===== src/rtl/cdsr_pkg.sv =====
package cdsr_pkg;

  // Boundary event: produced by the framer, consumed by the phase generator
  typedef struct packed {
    logic valid;   // a word ends on this strobe
    logic comma;   // that word is a comma
  } bnd_t;

  // Number of word boundaries during which a further comma cannot realign
  localparam int GUARD_WORDS = 2;

endpackage


===== src/rtl/cdsr_shift.sv =====
module cdsr_shift #(
  parameter int              WORD_W  = 10,
  parameter int              CMA_W   = 7,
  parameter logic [CMA_W-1:0] CMA_PAT = 7'b1111100
) (
  input  logic              clk,
  input  logic              rst_n,
  input  logic              bit_stb,
  input  logic              ser_bit,
  output logic [WORD_W-1:0] win_nx,
  output logic              match_nx
);

  logic [WORD_W-1:0] sr_q;

  // Newest bit enters at the top, so the oldest bit sits at index 0
  always_comb begin
    win_nx = {ser_bit, sr_q[WORD_W-1:1]};
  end

  // Compare the oldest CMA_W bit positions against the comma pattern
  logic [CMA_W-1:0] hit_bits;
  for (genvar i = 0; i < CMA_W; i++) begin : g_cmp
    assign hit_bits[i] = (win_nx[i] == CMA_PAT[i]);
  end
  assign match_nx = &hit_bits;

  always_ff @(posedge clk or negedge rst_n) begin
    if (!rst_n) begin
      sr_q <= '0;
    end else if (bit_stb) begin
      sr_q <= win_nx;
    end
  end

endmodule


===== src/rtl/cdsr_frame.sv =====
module cdsr_frame
  import cdsr_pkg::*;
#(
  parameter int WORD_W = 10
) (
  input  logic clk,
  input  logic rst_n,
  input  logic bit_stb,
  input  logic sync_en,
  input  logic match_nx,
  output bnd_t bnd
);

  localparam int              CNT_W = $clog2(WORD_W);
  localparam logic [CNT_W-1:0] LAST = CNT_W'(WORD_W - 1);
  localparam int              GRD_W = $clog2(GUARD_WORDS + 1);
  localparam logic [GRD_W-1:0] GRD_SET = GRD_W'(GUARD_WORDS);

  logic [CNT_W-1:0] cnt_q, cnt_d;
  logic [GRD_W-1:0] grd_q, grd_d;
  logic             at_last, realign, hit;

  always_comb begin
    at_last = (cnt_q == LAST);
    realign = bit_stb & sync_en & match_nx & ~at_last & (grd_q == '0);
    hit     = bit_stb & (at_last | realign);

    bnd.valid = hit;
    bnd.comma = hit & match_nx;

    cnt_d = cnt_q;
    if (hit) begin
      cnt_d = '0;
    end else if (bit_stb) begin
      cnt_d = cnt_q + 1'b1;
    end

    grd_d = grd_q;
    if (hit) begin
      if (match_nx) begin
        grd_d = GRD_SET;
      end else if (grd_q != '0) begin
        grd_d = grd_q - 1'b1;
      end
    end
  end

  always_ff @(posedge clk or negedge rst_n) begin
    if (!rst_n) begin
      cnt_q <= '0;
      grd_q <= '0;
    end else begin
      cnt_q <= cnt_d;
      grd_q <= grd_d;
    end
  end

endmodule


===== src/rtl/cdsr_phase.sv =====
module cdsr_phase
  import cdsr_pkg::*;
#(
  parameter int WORD_W = 10,
  parameter int PC_W   = 6
) (
  input  logic              clk,
  input  logic              rst_n,
  input  logic              bit_stb,
  input  logic              sync_en,
  input  bnd_t              bnd,
  input  logic [WORD_W-1:0] win_nx,
  output logic [WORD_W-1:0] word_q,
  output logic              comma_q,
  output logic              wclk_a,
  output logic              wclk_b
);

  localparam logic [PC_W-1:0] PC_FULL = PC_W'(WORD_W - 1);
  localparam logic [PC_W-1:0] PC_MAX  = '1;

  logic [PC_W-1:0]   pc_q, pc_d;
  logic              pend_q, pend_d;
  logic [WORD_W-1:0] word_d;
  logic              comma_d, a_d, b_d;
  logic              full, edge_ok, present;

  always_comb begin
    // a phase may end only once WORD_W strobes have passed in it
    full = (pc_q >= PC_FULL);

    // which clock would rise: wclk_a rises when it is currently low
    if (!sync_en) begin
      edge_ok = 1'b1;
    end else if (bnd.comma) begin
      edge_ok = wclk_a;
    end else if (pend_q) begin
      edge_ok = ~wclk_a;
    end else begin
      edge_ok = 1'b1;
    end
    present = bnd.valid & full & edge_ok;

    word_d  = word_q;
    comma_d = comma_q;
    a_d     = wclk_a;
    b_d     = wclk_b;
    pc_d    = pc_q;
    pend_d  = pend_q;

    if (present) begin
      word_d  = win_nx;
      comma_d = bnd.comma;
      a_d     = ~wclk_a;
      b_d     = wclk_a;
      pc_d    = '0;
      pend_d  = 1'b0;
    end else begin
      if (bnd.valid & sync_en & (bnd.comma | pend_q)) begin
        pend_d = 1'b1;
      end
      if (bit_stb && (pc_q != PC_MAX)) begin
        pc_d = pc_q + 1'b1;
      end
    end
  end

  always_ff @(posedge clk or negedge rst_n) begin
    if (!rst_n) begin
      word_q  <= '1;
      comma_q <= 1'b0;
      wclk_a  <= 1'b0;
      wclk_b  <= 1'b1;
      pc_q    <= '0;
      pend_q  <= 1'b0;
    end else begin
      word_q  <= word_d;
      comma_q <= comma_d;
      wclk_a  <= a_d;
      wclk_b  <= b_d;
      pc_q    <= pc_d;
      pend_q  <= pend_d;
    end
  end

endmodule


===== src/rtl/comma_deser.sv =====
module comma_deser
  import cdsr_pkg::*;
#(
  parameter int WORD_W = 10,
  parameter int CMA_W  = 7,
  parameter logic [CMA_W-1:0] CMA_PAT = 7'b1111100
) (
  input  logic              clk,
  input  logic              rst_n,
  input  logic              ser_bit,
  input  logic              bit_stb,
  input  logic              sync_en,
  input  logic              sig_ok,
  output logic [WORD_W-1:0] word_out,
  output logic              comma_out,
  output logic              wclk_a,
  output logic              wclk_b
);

  localparam int PC_W = $clog2(4 * WORD_W);

  // Reset: asserted asynchronously, released on a clock edge
  logic [1:0] rs_q;
  logic       rst_int_n;

  always_ff @(posedge clk or negedge rst_n) begin
    if (!rst_n) begin
      rs_q <= '0;
    end else begin
      rs_q <= {rs_q[0], 1'b1};
    end
  end
  assign rst_int_n = rs_q[1];

  logic [WORD_W-1:0] win_nx;
  logic              match_nx;
  bnd_t              bnd;
  logic [WORD_W-1:0] word_q;
  logic              comma_q;

  cdsr_shift #(
    .WORD_W (WORD_W),
    .CMA_W  (CMA_W),
    .CMA_PAT(CMA_PAT)
  ) i_shift (
    .clk     (clk),
    .rst_n   (rst_int_n),
    .bit_stb (bit_stb),
    .ser_bit (ser_bit),
    .win_nx  (win_nx),
    .match_nx(match_nx)
  );

  cdsr_frame #(
    .WORD_W(WORD_W)
  ) i_frame (
    .clk     (clk),
    .rst_n   (rst_int_n),
    .bit_stb (bit_stb),
    .sync_en (sync_en),
    .match_nx(match_nx),
    .bnd     (bnd)
  );

  cdsr_phase #(
    .WORD_W(WORD_W),
    .PC_W  (PC_W)
  ) i_phase (
    .clk    (clk),
    .rst_n  (rst_int_n),
    .bit_stb(bit_stb),
    .sync_en(sync_en),
    .bnd    (bnd),
    .win_nx (win_nx),
    .word_q (word_q),
    .comma_q(comma_q),
    .wclk_a (wclk_a),
    .wclk_b (wclk_b)
  );

  // Line absent: blank the word to all ones and hide the comma flag
  always_comb begin
    word_out  = sig_ok ? word_q : '1;
    comma_out = sig_ok & comma_q;
  end

endmodule


===== config.mk =====
export PLATFORM = sky130hd
export DESIGN_NAME = comma_deser
export DESIGN_NICKNAME = d
export VERILOG_FILES = /design/src/rtl/cdsr_pkg.sv /design/src/rtl/cdsr_shift.sv /design/src/rtl/cdsr_frame.sv /design/src/rtl/cdsr_phase.sv /design/src/rtl/comma_deser.sv
export SDC_FILE = /design/constraint.sdc
export NUM_CORES = 1
export LEC_CHECK = 0
export BUFFER_PORTS_ARGS = -buffer_cell sky130_fd_sc_hd__buf_4
export CORE_ASPECT_RATIO = 0.7
export CORE_MARGIN = 8
export CORE_UTILIZATION = 45
export CTS_CLUSTER_SIZE = 16
export DETAILED_ROUTE_END_ITERATION = 10
export HOLD_SLACK_MARGIN = 0.08
export REMOVE_ABC_BUFFERS = 1
export SETUP_SLACK_MARGIN = 0.02
export SLEW_MARGIN = 5
export SYNTH_ARGS = -nofsm -noshare
export SYNTH_HDL_FRONTEND = slang
export SYNTH_SLANG_ARGS = --single-unit

===== constraint.sdc =====
create_clock -name clk -period 1.3 [get_ports clk]
set_input_delay 0 -clock clk [delete_from_list [all_inputs] [get_ports clk]]
set_output_delay 0 -clock clk [all_outputs]
set_load 0.02 [all_outputs]

==> results of run 1 <==
[registers in the layout (all words and copies together), names as in the netlist]
register	cells
i_phase.word_q	10
i_shift.sr_q	9
i_phase.pc_q	6
i_frame.cnt_q	4
i_frame.grd_q	2
rs_q	2
i_phase.comma_q	1
i_phase.pend_q	1
i_phase.wclk_a	1
i_phase.wclk_b	1
[worst reg2reg max path: stages, from the launching register on]
cell                        delay [ps]
sky130_fd_sc_hd__dfrtp_1           380
sky130_fd_sc_hd__inv_1              80
sky130_fd_sc_hd__ha_1              150
sky130_fd_sc_hd__nand3b_1          150
sky130_fd_sc_hd__a2111oi_4         350
sky130_fd_sc_hd__nor3b_1           150
sky130_fd_sc_hd__a311oi_4          350
sky130_fd_sc_hd__buf_12            190
sky130_fd_sc_hd__mux2_4            300
[through the flow]
step / cell area, µm² / hold slack [ps] / total power [mW]
6_report: 2440 / 128 / 4.88
2_1_floorplan: 1770 / -296 / 3.04
3_3_place_gp: 2250 / -216 / 3.91
3_5_place_dp: 2250 / -215 / 4.00
4_1_cts: 2390 / 117 / 4.86
5_1_grt: 2440 / 143 / 5.25
[kinds of logic (layout without fill, tap and decap cells)]
group                      after synthesis  in the layout  synth area share
muxes                                   23             23             0.150
AOI/OAI and AO/OA                       17             17            0.0937
DFF                                     37             37             0.525
buffers and inverters                   14             80            0.0343
other                                    1              1           0.00210
and+or+nand+nor                         44             44             0.128
adders and majority gates                6              6            0.0420
xor gates and xnor gates                 5              5            0.0245
[routing by layer]
metal | GRT usage | wire, µm | vias to the layer above
li1 | - | - | 633
met2 | 0.189 | 1640 | 16
met1 | 0.153 | 1720 | 603
met4 | 0.0426 | 55 | 0
met5 | 0 | 0 | -
met3 | 0.0378 | 123 | 6
[what timing repair did]
item	CTS	global route
hold buffers	3	0
resized for setup	5	5
hold endpoints to repair	4	0
setup endpoints to repair	26	26
buffers inserted	3	4
pin swaps	1	2
[layout by cell type, fill, tap and decap left out, drive strengths merged, types with 2 or more instances in the layout]
cell	instances
o21ai	6
mux2	22
dlygate4sd3	3
nor2	12
a21oi	2
clkbuf	6
buf	59
and3	2
xnor2	2
ha	6
inv	10
dfstp	11
dfrtp	26
nand2	9
nand4	4
clkinv	2
xor2	3
nand2b	11
[worst min path at each step]
stage	from	endpoint	slack, ps
global route	sync_en	i_phase.pend_q$_DFFE_PN0P_	140
global placement	rst_n	rs_q[0]$_DFF_PN0_	-220
finish	sync_en	i_phase.pend_q$_DFFE_PN0P_	130
CTS	sync_en	i_phase.pend_q$_DFFE_PN0P_	120
detailed placement	rst_n	rs_q[0]$_DFF_PN0_	-210
floorplan	rst_n	rs_q[0]$_DFF_PN0_	-300
[layout make-up]
cell class	count	area, µm²
Tap cell	52	65.1
Sequential cell	37	940
Inverter	10	37.5
Fill cell	304	1440
Timing Repair Buffer	62	489
Clock inverter	2	10.0
Multi-Input combinational cell	96	826
Clock buffer	6	72.6
[power by group through the flow]
| stage | Sequential, mW | Combinational (mW) | Clock, mW |
|---|---|---|---|
| final | 1.95 | 2.16 | 0.760 |
| after global routing | 2.02 | 2.40 | 0.833 |
| after CTS | 1.96 | 2.12 | 0.787 |
| after detailed placement | 1.98 | 2.02 | 0 |
| after global placement | 1.95 | 1.96 | 0 |
| after floorplan | 2.01 | 1.03 | 0 |
==> results.md, run 1 <==
* Synth cell count leaders: sky130_fd_sc_hd__dfrtp_1, sky130_fd_sc_hd__mux2_2, sky130_fd_sc_hd__nor2_1
* Number of placed I/O pins at 19
* Max Fanout on Critical Path at 12
* Cells after DPL at 249
* Maximum clock frequency at 0.450 GHz
* Clock latency of the later-clocked register in the worst-skew pair at 280 ps
* Outcome: complete, but fails checks
* Critical path class: reg2reg
* Post-synth cell types at 36
* Share of the cycle needed by the critical path after routing at 1.71
* Final antenna-violating net count at 0
* Number of vias after detailed routing at 1258
* Total overflow reported by the global router at 0
* Setup slack after placement at -950 ps
* Clock share of power at 0.156
* Minimum clock period after layout at 2220 ps
* Worst clock skew at 5.24 ps
* GP Congestion at 0.839
* Utilization of the core after routing at 0.630
* CP required at 1470 ps
* Number of warning messages in the yosys log at 0
* Number of synthesized flops with an enable pin at 0
* Die W at 91.4 µm
* Number of DRC violations after detailed-routing iteration 0 at 59
* Static Leakage at 1.12 nW
* Final slew viol count at 0
* Worst Setup Start Kind: flip-flop
* Share of the synthesized area in the top cell type at 0.364
* Min setup slack post-route at -922 ps
* Total number of nets in the final design at 224
* Most common cell in the netlist: sky130_fd_sc_hd__dfrtp_1
* Port Buffers at 18
* Number of diodes at 0
* Area of the core at 0.00387 mm²
* Syn Inst Count at 147
* Overall routing resource usage at 0.119
* Logic pwr share at 0.443
* Proportion of register bits with asynchronous set or reset after synthesis at 1.00
* Number of buffers created by CTS at 5
* DRT Wirelength at 3.53 mm
* FF-to-FF End: i_phase.comma_q$_DFFE_PN0P_
* Min-Delay Path Depth at 4
* Global-route wire length before repair at 5.93 mm
* Starting density of the core at 0.462
* Standard cell with the maximum stage delay on the critical path: sky130_fd_sc_hd__dfrtp_1
* Setup TNS at -19420 ps
* Fraction of final layout cells with drive strength greater than 1 at 0.507
* Class of the most critical hold timing path: in2reg
* Detail-routed net length per standard cell at 13.3 µm
* Number of detailed-routing iterations run before antenna repair at 4
* Switching Power at 1.59 mW
* Part of the total power dissipated in sequential elements at 0.401
* Clock-pin slew on the worst setup and hold paths at 70 ps
* Area contributors post-synth: sky130_fd_sc_hd__dfrtp_1, sky130_fd_sc_hd__dfstp_2, sky130_fd_sc_hd__mux2_2
* Failing checks: setup timing
* Maximum resistive drop on vdd at 1040 µV
* Root cell of the clock tree: sky130_fd_sc_hd__clkbuf_8
* H-tree Lvls at 2
* Pint at 3.29 mW
* Number of standard-cell rows in the floorplan at 19
* Crit path buffers/inverters at 2
* Max-capacitance violation count at 0
* Top delay family on crit path: compound AO/OA/AOI/OAI gates
* Number of cell instances on the worst register-to-register path at 8
* Power density normalized to cell area at 2000 mW/mm²
* Layout-stage area growth over the synthesis result at 36.4%
* Worst setup path endpoint: i_phase.comma_q$_DFFE_PN0P_
* Number of global-route vias before repair at 1314
* Flops & latches, synth at 37
* Via/cell ratio at 4.75
* Worst Setup End Kind: flip-flop
* Post-synthesis cell type with the largest combined area: sky130_fd_sc_hd__dfrtp_1
* Prevailing post-synth register cell: sky130_fd_sc_hd__dfrtp_1
* CP startpoint: i_frame.cnt_q[1]$_DFFE_PN0P_
* Total Die Area at 0.00628 mm²
* Post-DP HPWL at 2.51 mm
* Worst reg2reg setup slack at -920 ps
* Mean instance size in the synthesized netlist at 12.2 µm²
* Series of cell instances along the critical path: inv_1 -> ha_1 -> nand3b_1 -> a2111oi_4 -> nor3b_1 -> a311oi_4 -> buf_12 -> mux2_4
* Largest incremental delay on the critical path at 380 ps
* Crit Reg-Reg Startpoint: i_frame.cnt_q[1]$_DFFE_PN0P_
* Clock Sink Count at 37
* Setup repair after global routing missed its margin: yes
* Logic depth of the worst path, buffers included at 8
* Largest net degree at the start of global routing at 36
* Clock tree from TritonCTS: done
* Remaining design rule violation count at 0
* Clock Path Buffers at 2
* Antenna violations before repair at 0
* Summed instance area of the synthesized netlist at 0.00179 mm²
* Setup violators final at 26
* Vert. Die Dim at 68.8 µm
* Post-route insts no fill at 265
* Final Hold Viols at 0
* Seq/Total Area, Yosys at 0.525
* Fraction of power spent switching nets at 0.326
* Arrival time at the worst endpoint at 2390 ps
No activity file was read; power rests on OpenSTA's default activity.
==> run 2: changes to the inputs <==
--- a/config.mk
+++ b/config.mk
@@ -8,10 +8,11 @@
 export BUFFER_PORTS_ARGS = -buffer_cell sky130_fd_sc_hd__buf_4
 export CORE_ASPECT_RATIO = 0.7
 export CORE_MARGIN = 8
-export CORE_UTILIZATION = 45
-export CTS_CLUSTER_SIZE = 16
+export CORE_UTILIZATION = 57
+export CTS_CLUSTER_SIZE = 25
 export DETAILED_ROUTE_END_ITERATION = 10
 export HOLD_SLACK_MARGIN = 0.08
+export PLACE_DENSITY = 0.78
 export REMOVE_ABC_BUFFERS = 1
 export SETUP_SLACK_MARGIN = 0.02
 export SLEW_MARGIN = 5
==> results.md, run 2 (synthesized netlist as in run 1, its figures left out) <==
* Outcome: complete, but fails checks
* Failing checks: setup timing
* Area of the core at 0.00306 mm² (-21%)
* Detail-routed net length per standard cell at 18.0 µm (+35%)
* Final antenna-violating net count at 0 (unchanged)
* GP Congestion at 0.842 (+0.31%)
* Layout-stage area growth over the synthesis result at 46.1%
* Worst reg2reg setup slack at -930 ps (about the same)
* Clock Path Buffers at 2 (unchanged)
* Clock latency of the later-clocked register in the worst-skew pair at 290 ps (about the same)
* Max Fanout on Critical Path at 6 (-6)
* Root cell of the clock tree: sky130_fd_sc_hd__clkbuf_8
* Vert. Die Dim at 62.9 µm (-8.6%)
* Power density normalized to cell area at 2120 mW/mm² (+6.0%)
* Commonest non-fill, non-tap cells in the layout: sky130_fd_sc_hd__buf_4, sky130_fd_sc_hd__dfrtp_1, sky130_fd_sc_hd__mux2_4, sky130_fd_sc_hd__nand2b_1, sky130_fd_sc_hd__dfstp_2
* Setup slack after placement at -907 ps (+42.9 ps)
* PnR Total Power at 5.54 mW (+14%)
* Setup violators final at 26 (unchanged)
* Total overflow reported by the global router at 0 (unchanged)
* Maximum clock frequency at 0.449 GHz (-0.18%)
* Number of diodes at 0 (unchanged)
* Top reg by flops: i_phase.word_q
* Number of cell instances on the worst register-to-register path at 8 (unchanged)
* Antenna violations before repair at 0 (unchanged)
* Final slew viol count at 0 (unchanged)
* Worst hold margin at 146 ps (+17.3 ps)
* Port Buffers at 18 (unchanged)
* Setup repair after global routing missed its margin: yes
* Minimum clock period after layout at 2230 ps (+4.04 ps)
* Global-route wire length before repair at 7.27 mm (+22%)
* Starting density of the core at 0.584 (+0.122)
* Overall routing resource usage at 0.171 (+0.0522)
* Total number of nets in the final design at 230 (+2.7%)
* Worst Setup Start Kind: flip-flop
* Clock Sink Count at 37 (unchanged)
* Number of buffers created by CTS at 5 (unchanged)
* DRT Wirelength at 4.61 mm (+31%)
* CP startpoint: i_frame.cnt_q[1]$_DFFE_PN0P_
* Max-capacitance violation count at 0 (unchanged)
* Largest net degree at the start of global routing at 28 (-22%)
* Post-route insts no fill at 257 (-3.0%)
* Number of placed I/O pins at 19 (unchanged)
* Worst setup path endpoint: i_phase.word_q[3]$_DFFE_PN1P_
* Static Leakage at 1.21 nW (+7.5%)
* Number of global-route vias before repair at 1530 (+16%)
* Number of DRC violations after detailed-routing iteration 0 at 44 (-25%)
* Commonest non-fill, non-tap cell in the layout: sky130_fd_sc_hd__buf_4
* Class of the most critical hold timing path: in2reg
* Fraction of final layout cells with drive strength greater than 1 at 0.589 (+0.0820)
* Maximum resistive drop on vdd at 1520 µV (+46%)
* FF-to-FF End: i_phase.word_q[3]$_DFFE_PN1P_
* Total Die Area at 0.00522 mm² (-17%)
* Largest register FFs at 10 (unchanged)
* Critical path class: reg2reg
* Number of vias after detailed routing at 1385 (+10%)
* Via/cell ratio at 5.39 (+14%)
* Worst clock skew at 7.21 ps (+1.97 ps)
* Arrival time at the worst endpoint at 2440 ps (+50 ps)
* H-tree Lvls at 2 (unchanged)
* Min setup slack post-route at -926 ps (-4.04 ps)
* Min-Delay Path Depth at 4 (unchanged)
* CP required at 1510 ps (+40 ps)
* Number of standard-cell rows in the floorplan at 17 (-2)
* Post-DP HPWL at 2.76 mm (+9.9%)
* Crit Reg-Reg Startpoint: i_frame.cnt_q[1]$_DFFE_PN0P_
* Remaining design rule violation count at 0 (unchanged)
* Number of detailed-routing iterations run before antenna repair at 4 (unchanged)
* Final Hold Viols at 0 (unchanged)
* Filler Cell Count at 142 (-53%)
* Clock tree from TritonCTS: done
* Worst Setup End Kind: flip-flop
* Share of the cycle needed by the critical path after routing at 1.71 (+0.00311)
* Die W at 83.0 µm (-9.2%)
* Cells after DPL at 236 (-5.2%)
* Top Registers: i_phase.word_q (10), i_shift.sr_q (9), i_phase.pc_q (6)
* Clock-pin slew on the worst setup and hold paths at 70 ps (about the same)
==> run 2: final cells by class <==
type / instances / area [µm²] / share of cell area
clock buffer: 8 / 90.1 / 0.0345
tap: 38 / 47.5 / 0.0182
timing repair buffer: 68 / 569 / 0.218
sequential: 37 / 940 / 0.360
inverter: 10 / 37.5 / 0.0144
multi-input combinational: 96 / 930 / 0.356
==> run 2: per-stage QoR <==
| stage | utilization | setup TNS (ps) | instance area [µm²] |
|---|---|---|---|
| after floorplan | - | -23320 | 1770 |
| after global routing | 0.853 | -23020 | 2610 |
| final | 0.853 | -20590 | 2610 |
| after CTS | 0.827 | -18420 | 2530 |
| after detailed placement | 0.731 | -19350 | 2240 |
| after global placement | 0.731 | -16630 | 2240 |
==> run 2: routing by layer <==
metal  up-vias  track usage  routed length (µm)
met5         -            0                   0
met4         0       0.0699                  87
met3        10       0.0482                 152
met2        33        0.295                2390
met1       703        0.195                1980
li1        639            -                   -
==> run 2: how the worst min path moves through the flow <==
stage | start | end | slack, ps
after floorplan | rst_n | rs_q[0]$_DFF_PN0_ | -300
after global placement | rst_n | rs_q[0]$_DFF_PN0_ | -220
after detailed placement | rst_n | rs_q[1]$_DFF_PN0_ | -210
after CTS | sync_en | i_phase.pend_q$_DFFE_PN0P_ | 130
after global routing | sync_en | i_phase.pend_q$_DFFE_PN0P_ | 150
final | sync_en | i_phase.pend_q$_DFFE_PN0P_ | 150
==> run 2: critical path, cell delays in order (launching register included) <==
cell and delay, ps:
sky130_fd_sc_hd__dfrtp_1 390, sky130_fd_sc_hd__inv_2 90, sky130_fd_sc_hd__ha_4 140, sky130_fd_sc_hd__nand3b_1 130
sky130_fd_sc_hd__a2111oi_4 430, sky130_fd_sc_hd__nor3b_2 100, sky130_fd_sc_hd__a311oi_4 330, sky130_fd_sc_hd__buf_6 190
sky130_fd_sc_hd__mux2_2 340
==> run 2: power breakdown <==
group	total (mW)	internal (mW)	leakage [nW]	switching, mW
Sequential	2.03	1.70	0.428	0.328
Clock	0.827	0.432	0.0455	0.395
Combinational	2.68	1.50	0.733	1.18
Total	5.54	3.63	1.21	1.90
==> run 2: what timing repair did <==
item | 4_1_cts | 5_1_grt
buffers inserted | 8 | 7
pin swaps | 13 | 8
hold buffers | 3 | 0
endpoints found under the setup margin | 26 | 26
gates resized for setup | 38 | 13
hold endpoints to repair | 4 | 0
==> run 3: changes to the inputs <==
==> constraint.sdc (replaced) <==
create_clock -name clk -period 1.3 [get_ports clk]
set_input_delay 0.26 -clock clk [delete_from_list [all_inputs] [get_ports clk]]
set_output_delay 0.26 -clock clk [all_outputs]
set_load 0.02 [all_outputs]
==> results.md, run 3 (synthesized netlist as in run 1, its figures left out) <==
* Outcome: complete, but fails checks
* Failing checks: setup timing
* Number of global-route vias before repair at 1513 (-1.1%)
* Number of placed I/O pins at 19 (unchanged)
* Final antenna-violating net count at 0 (unchanged)
* H-tree Lvls at 2 (unchanged)
* Via/cell ratio at 5.55 (+3.0%)
* Filler Cell Count at 148 (+4.2%)
* Max-capacitance violation count at 0 (unchanged)
* PnR Total Power at 5.68 mW (+2.7%)
* Commonest non-fill, non-tap cell in the layout: sky130_fd_sc_hd__buf_4
* Detail-routed net length per standard cell at 18.7 µm (+4.0%)
* Number of diodes at 0 (unchanged)
* Clock Path Buffers at 2 (unchanged)
* Max Fanout on Critical Path at 7 (+1)
* Worst reg2reg setup slack at -910 ps (+20 ps)
* Root cell of the clock tree: sky130_fd_sc_hd__clkbuf_8
* Total number of nets in the final design at 226 (-1.7%)
* Commonest non-fill, non-tap cells in the layout: sky130_fd_sc_hd__buf_4, sky130_fd_sc_hd__dfrtp_1, sky130_fd_sc_hd__buf_6, sky130_fd_sc_hd__mux2_4, sky130_fd_sc_hd__dfstp_2
* Final Hold Viols at 0 (unchanged)
* Clock latency of the later-clocked register in the worst-skew pair at 300 ps (about the same)
* Number of DRC violations after detailed-routing iteration 0 at 57 (+30%)
* Worst clock skew at 11.4 ps (+4.16 ps)
* Worst Setup Start Kind: flip-flop
* Clock tree from TritonCTS: done
* Worst hold margin at 167 ps (+21.3 ps)
* Number of buffers created by CTS at 5 (unchanged)
* Die W at 83.0 µm (unchanged)
* Class of the most critical hold timing path: reg2async
* Vert. Die Dim at 62.9 µm (unchanged)
* Overall routing resource usage at 0.179 (+0.00726)
* Remaining design rule violation count at 0 (unchanged)
* Maximum clock frequency at 0.452 GHz (+0.69%)
* Design area at 0.00267 mm² (+2.2%)
* Largest incremental delay on the critical path at 400 ps (-30 ps)
* Starting density of the core at 0.584 (unchanged)
* Crit Reg-Reg Startpoint: i_frame.grd_q[1]$_DFFE_PN0P_
* Series of cell instances along the critical path: inv_2 -> ha_4 -> nand2_4 -> buf_4 -> o31ai_4 -> o311ai_4 -> a311oi_4 -> buf_6 -> mux2_4
* Number of cell instances on the worst register-to-register path at 9 (+1)
* Static Leakage at 1.22 nW (+1.0%)
* CP required at 1520 ps (about the same)
* Top reg by flops: i_phase.word_q
* Final slew viol count at 0 (unchanged)
* Total overflow reported by the global router at 0 (unchanged)
* Setup slack after placement at -895 ps (+11.7 ps)
* Critical path class: reg2reg
* Arrival time at the worst endpoint at 2430 ps (about the same)
* Min setup slack post-route at -911 ps (+15.3 ps)
* Utilization of the core after routing at 0.872 (+0.0188)
* Minimum clock period after layout at 2210 ps (-15.3 ps)
* Layout-stage area growth over the synthesis result at 49.3%
* Number of detailed-routing iterations run before antenna repair at 4 (unchanged)
* Clock Sink Count at 37 (unchanged)
* Post-route insts no fill at 253 (-1.6%)
* Worst Setup End Kind: flip-flop
* Setup repair after global routing missed its margin: yes
* Setup TNS at -19720 ps (+872 ps)
* Power density normalized to cell area at 2130 mW/mm² (+0.45%)
* GP Congestion at 0.841 (-0.12%)
* Post-detailed-placement cell area at 0.00225 mm² (+0.34%)
* Area of the core at 0.00306 mm² (unchanged)
* Antenna violations before repair at 0 (unchanged)
* Port Buffers at 18 (unchanged)
* Cells after DPL at 237 (+0.42%)
* Clock-pin slew on the worst setup and hold paths at 80 ps (about the same)
* Number of standard-cell rows in the floorplan at 17 (unchanged)
* Post-DP HPWL at 2.68 mm (-3.0%)
* Share of the cycle needed by the critical path after routing at 1.70 (-0.0118)
* Largest register FFs at 10 (unchanged)
* Total Die Area at 0.00522 mm² (unchanged)
* Largest net degree at the start of global routing at 28 (unchanged)
* Maximum resistive drop on vdd at 1620 µV (+6.3%)
* DRT Wirelength at 4.72 mm (+2.3%)
* Global-route wire length before repair at 7.47 mm (+2.8%)
* Setup violators final at 36 (+38%)
* Number of vias after detailed routing at 1404 (+1.4%)
* FF-to-FF End: i_phase.word_q[9]$_DFFE_PN1P_
* Top Registers: i_phase.word_q (10), i_shift.sr_q (9), i_phase.pc_q (6)
* Fraction of final layout cells with drive strength greater than 1 at 0.623 (+0.0342)
* Standard cell with the maximum stage delay on the critical path: sky130_fd_sc_hd__dfrtp_1
## run 3: cell type report
cell class              count  area (µm²)  share of cell area
clock inverters             2        10.0             0.00375
inverters                  10        37.5              0.0141
multi-input cells          96        1000               0.376
repair buffers             64         561               0.210
flip-flops and latches     37         940               0.352
well taps                  38        47.5              0.0178
clock buffers               6        72.6              0.0272
## run 3: repair_timing
action | CTS | global route
resized for setup | 35 | 29
buffers inserted | 2 | 6
pin swaps | 2 | 11
hold buffers | 1 | 0
endpoints found under the setup margin | 36 | 38
hold endpoints to repair | 2 | 0
## run 3: worst max-delay path by stage
| stage | startpoint | to | slack [ps] | cells past startpoint |
|---|---|---|---|---|
| floorplan | i_frame.grd_q[0]$_DFFE_PN0P_ | i_phase.comma_q$_DFFE_PN0P_ | -1250 | 7 |
| global placement | i_frame.grd_q[0]$_DFFE_PN0P_ | i_phase.comma_q$_DFFE_PN0P_ | -790 | 8 |
| detailed placement | i_shift.sr_q[3]$_DFFE_PN0P_ | i_phase.comma_q$_DFFE_PN0P_ | -900 | 6 |
| CTS | i_shift.sr_q[2]$_DFFE_PN0P_ | i_phase.comma_q$_DFFE_PN0P_ | -860 | 6 |
| global route | i_frame.grd_q[1]$_DFFE_PN0P_ | i_phase.comma_q$_DFFE_PN0P_ | -940 | 9 |
| finish | i_frame.grd_q[1]$_DFFE_PN0P_ | i_phase.word_q[9]$_DFFE_PN1P_ | -910 | 9 |
## run 3: worst max-delay path, delay by kind of cell, from the launching register on
kind	cells	cell delay [ps]
buffers and inverters	3	430
AOI/OAI and AO/OA	3	780
DFF	1	400
muxes	1	320
and+or+nand+nor	1	50
adders and majority gates	1	150
## run 3: power by group
group / switching (mW) / leakage [nW] / internal [mW] / total (mW)
registers: 0.337 / 0.428 / 1.70 / 2.04
logic: 1.21 / 0.746 / 1.65 / 2.86
clock network: 0.417 / 0.0450 / 0.371 / 0.788
## run 3: metal layers
metal / wire length (µm) / up-vias / track usage
li1: - / 634 / -
met1: 1890 / 728 / 0.202
met2: 2550 / 31 / 0.302
met3: 158 / 11 / 0.0430
met4: 125 / 0 / 0.100
met5: 0 / - / 0
